==> src/rtl/pattern_xlat_pkg.sv <==
package pattern_xlat_pkg;

    localparam int BANK_W = 5;
    localparam int OFS_W  = 12;
    localparam int VA_W   = OFS_W + 1;
    localparam int PA_W   = BANK_W + OFS_W;
    localparam int CTRL_W = 5;

    typedef enum logic {
        BMODE_WIDE  = 1'b0,
        BMODE_SPLIT = 1'b1
    } bank_mode_e;

    typedef enum logic [1:0] {
        MIR_PAGE0 = 2'b00,
        MIR_PAGE1 = 2'b01,
        MIR_VERT  = 2'b10,
        MIR_HORZ  = 2'b11
    } mirror_e;

    typedef struct packed {
        bank_mode_e bmode;
        logic [1:0] spare;
        mirror_e    mir;
    } ctrl_t;

    typedef struct packed {
        logic [BANK_W-1:0] bank;
        logic [OFS_W-1:0]  ofs;
    } phys_t;

    function automatic ctrl_t unpack_ctrl(input logic [CTRL_W-1:0] raw);
        return ctrl_t'(raw);
    endfunction

endpackage

==> src/rtl/bank_pick.sv <==
module bank_pick
    import pattern_xlat_pkg::*;
#(
    parameter int BW = BANK_W
) (
    input  bank_mode_e    bmode,
    input  logic          half_hi,
    input  logic [BW-1:0] reg_lo,
    input  logic [BW-1:0] reg_hi,
    output logic [BW-1:0] bank
);
    always_comb begin
        if (bmode == BMODE_WIDE)
            bank = {reg_lo[BW-1:1], half_hi};
        else
            bank = half_hi ? reg_hi : reg_lo;
    end
endmodule

==> src/rtl/mirror_pick.sv <==
module mirror_pick
    import pattern_xlat_pkg::*;
(
    input  mirror_e mir,
    input  logic    va10,
    input  logic    va11,
    output logic    nt
);
    always_comb begin
        unique case (mir)
            MIR_PAGE0: nt = 1'b0;
            MIR_PAGE1: nt = 1'b1;
            MIR_VERT:  nt = va10;
            MIR_HORZ:  nt = va11;
        endcase
    end
endmodule

==> src/rtl/pattern_xlat.sv <==
module pattern_xlat
    import pattern_xlat_pkg::*;
(
    input  logic              clk,
    input  logic              rst,
    input  logic [VA_W-1:0]   vid_addr,
    input  logic [CTRL_W-1:0] ctrl,
    input  logic [BANK_W-1:0] bank_lo,
    input  logic [BANK_W-1:0] bank_hi,
    output logic [PA_W-1:0]   chr_addr,
    output logic              nt_sel
);
    ctrl_t             cw;
    logic [BANK_W-1:0] bank_c;
    logic              nt_c;
    phys_t             phys_c;
    phys_t             phys_q;
    logic              nt_q;

    assign cw = unpack_ctrl(ctrl);

    bank_pick #(.BW(BANK_W)) u_bank (
        .bmode  (cw.bmode),
        .half_hi(vid_addr[OFS_W]),
        .reg_lo (bank_lo),
        .reg_hi (bank_hi),
        .bank   (bank_c)
    );

    mirror_pick u_mir (
        .mir (cw.mir),
        .va10(vid_addr[10]),
        .va11(vid_addr[11]),
        .nt  (nt_c)
    );

    always_comb begin
        phys_c.bank = bank_c;
        phys_c.ofs  = vid_addr[OFS_W-1:0];
    end

    always_ff @(posedge clk) begin
        if (rst) begin
            phys_q <= '0;
            nt_q   <= 1'b0;
        end else begin
            phys_q <= phys_c;
            nt_q   <= nt_c;
        end
    end

    assign chr_addr = phys_q;
    assign nt_sel   = nt_q;
endmodule

==> config.mk <==
export PLATFORM = sky130hd
export DESIGN_NAME = pattern_xlat
export DESIGN_NICKNAME = d
export VERILOG_FILES = /design/src/rtl/pattern_xlat_pkg.sv /design/src/rtl/bank_pick.sv /design/src/rtl/mirror_pick.sv /design/src/rtl/pattern_xlat.sv
export SDC_FILE = /design/constraint.sdc
export NUM_CORES = 1
export LEC_CHECK = 0
export CAP_MARGIN = 20
export CORE_MARGIN = 3
export CORE_UTILIZATION = 33
export CTS_CLUSTER_DIAMETER = 40
export DETAILED_ROUTE_END_ITERATION = 8
export HOLD_SLACK_MARGIN = 0.03
export PLACE_DENSITY = 0.78
export SLEW_MARGIN = 30
export SYNTH_ARGS = -nofsm -noshare
export SYNTH_HDL_FRONTEND = slang
export SYNTH_SLANG_ARGS = --single-unit
export TNS_END_PERCENT = 30
==> constraint.sdc <==
create_clock -name clk -period 1.6 [get_ports clk]
set_input_delay 0.32 -clock clk [delete_from_list [all_inputs] [get_ports clk]]
set_output_delay 0.32 -clock clk [all_outputs]
set_load 0.02 [all_outputs]
==> summary.md <==
| Metric | Value |
|---|---|
| Finished Layout Cells | 125 |
| Total wire length | 1380 um |
| Top-area cell type share of the netlist area | 0.609 |
| # fillers | 125 |
| Global route overflow | 0 |
| Via Count | 536 |
| Via-to-Cell Ratio | around 4.3 |
| First-pass GRT wire length | around 2300 um |
| Req. time, crit path | ~1.3 ns |
| Leakage | around 0.44 nW |
| DRC Markers | 0 |
| Most frequent cells in the layout | clkdlybuf4s50_1, dfxtp_1, nor2b_1 |
| Status | finished, final reports clean |
| Crit start category | flop |
| Post_cts resized | 0 |
| Die height | 48.4 um |
| Sequential cell area | approximately 360 um2 |
| Pint | 0.738 mW |
| CTS max path bufs | 2 |
| Cell Area, Synth | 592 um2 |
| Cell count along the critical path | 1 |
| Worst-path fanout max | 1 |
| Max-capacitance violation count | 0 |
| Clk root buf | clkbuf_4 |
| Area grow syn2layout | 87.3% |
| Final setup viols | 0 |
| Syn_area_per_cell | 11.2 um2 |
| Share of layout cells above drive strength 1 | 0.109 |
| Io pins | 48 |
| Die ar. | 2340 um2 |
| Crit-path leading delay family | buffers and inverters |
| Core box area | about 1600 um2 |
| Final Max Slew Viols | 0 |
| Peak VDD IR | 555 uV |
| Sw Pwr | 0.205 mW |
| Register bit total from synthesis | 18 |
| DR iter-0 viols | 8 |
| Die X | 48.4 um |
| Ys Warns | 0 |
| Row count | 14 |
| Hold path cells | 2 |
| Htree depth | 1 |
| RSZ-0062 raised after global routing | false |
| CP max stage cell | clkdlybuf4s50_1 |
| Clk slew on worst S/H paths | 0.10 ns |
| CTS tree | done |
| Pin count of the biggest net entering global routing | 11 |
| Placed cell count | 121 |
| GPL Wtd Cong | 0.665 |
| Pwr dens | between 800 and 900 nW/um2 |
| Final nets | approximately 130 |
| DRT antenna net count | 0 |
| ANT cells | 0 |
| Initial antenna violation count | 0 |
| Post-synth top area cell | dfxtp_1 |
| CP cell instances | clkdlybuf4s50_1 |
| Avg WL per Cell | approximately 11 um |
| Setup Buffers After CTS | 0 |
| Final Cycle Share | 0.951 |
| Sequential fraction of the synthesis area | 0.609 |
| Hold Crit Endpoint | chr_addr[4] |
| Area of the multi-input gates | 213 um2 |
| Worst Path Buf+Inv | 1 |
| Slew @ Worst Pin | around 0.34 ns |
| Net Sw Frac | 0.217 |
| CP peak stage delay | ~0.6 ns |
| Port Buffers | 45 |
| Cells after Synth | 53 |
| Count of unique library cells instantiated by Yosys | 14 |
| Worst path arrival time | 1.20 ns |
| TritonCTS buffer count | 3 |
| Fmax | 658 MHz |
| GRT Util Overall | 0.132 |
| Crit. End Element | output pin |
| Register share of total power | 0.509 |
| Fin crit period | ~1.5 ns |
| Initial core utilization | 0.371 |
| Share of total power in combinational logic | 0.210 |
| Commonest non-fill, non-tap cell in the layout | clkdlybuf4s50_1 |
| DRT Pass-1 Iters | 2 |
| Hold Vio Cnt, Final | 0 |
| Detailed-placement wirelength estimate | 1080 um |
| Worst hold start | vid_addr[4] |
| Setup CP Type | flop to output pin |
| Vias in the first global route | 501 |
| Clock power frac | 0.281 |
| Hold WS | a little under 0.6 ns |
| Synth top area cells | dfxtp_1, nor2b_1, a21bo_2 |
| # clock sinks | 18 |
| Setup TNS | 0 ns |
| Class of the worst hold path | input pin to flop |
| Syn nets | 83 |
| Slew margin rel. | 0.773 |
| CTS hold repair buffers | 0 |
==> per-layer routing <==
layer	wire length (um)	global-route usage	vias up
met1	578	0.148	229
met4	8	0.0711	0
met2	633	0.209	33
met3	161	0.0613	2
li1	-	-	272
met5	0	0	-
==> flip-flops by register name, summed over array words and instances (netlist names) <==
signal and flops:
chr_addr 17, nt_sel 1
==> Yosys cell counts <==
cell and n:
a21bo_2 4, a21oi_1 4, a32o_1 1, and2b_1 3, buf_2 2, clkbuf_2 1
dfxtp_1 18, inv_1 1, nand2b_1 2, nand3_1 4, nand4bb_1 1, nor2b_1 10
nor2b_2 1, o21ai_0 1
==> final cells by class <==
type	count	share of cell area
Multi-Input combinational cell	31	0.192
Sequential cell	18	0.325
Timing Repair Buffer	47	0.420
Clock buffer	4	0.0327
Inverter	1	0.00339
Tap cell	24	0.0271
==> power by group through the flow <==
stage / sequential (mW) / combinational, mW / clock [mW]
after CTS: 0.480 / 0.201 / 0.276
final: 0.480 / 0.198 / 0.265
after detailed placement: 0.490 / 0.200 / 0
after global routing: 0.482 / 0.212 / 0.298
after floorplan: 0.525 / 0.0407 / 0
after global placement: 0.490 / 0.197 / 0
==> through the flow <==
| step | cell area (um2) | util | setup slack, ns | total power, mW |
|---|---|---|---|---|
| 2_1_floorplan | 592 | - | 0.748 | 0.566 |
| 3_3_place_gp | 1070 | 0.673 | 0.191 | 0.687 |
| 3_5_place_dp | 1070 | 0.673 | 0.190 | 0.690 |
| 4_1_cts | 1110 | 0.695 | 0.0610 | 0.957 |
| 5_1_grt | 1110 | 0.695 | 0.00311 | 0.992 |
| 6_report | 1110 | 0.695 | 0.0791 | 0.943 |
==> cells by family after synthesis <==
kind of cell / after synthesis / share of synthesized area
simple gates: 21 / 0.233
flops: 18 / 0.609
compound gates: 10 / 0.127
buf+inv: 4 / 0.0317
==> how the worst max path moves through the flow <==
stage                       from           end  slack (ns)
floorplan                ctrl[4]  chr_addr[13]        0.75
global placement             rst  chr_addr[12]        0.19
detailed placement           rst  chr_addr[12]        0.19
CTS                 chr_addr[15]  chr_addr[15]        0.06
global route        chr_addr[16]  chr_addr[16]       0.003
finish               chr_addr[1]   chr_addr[1]        0.08
(Power assumes the default switching activity.)
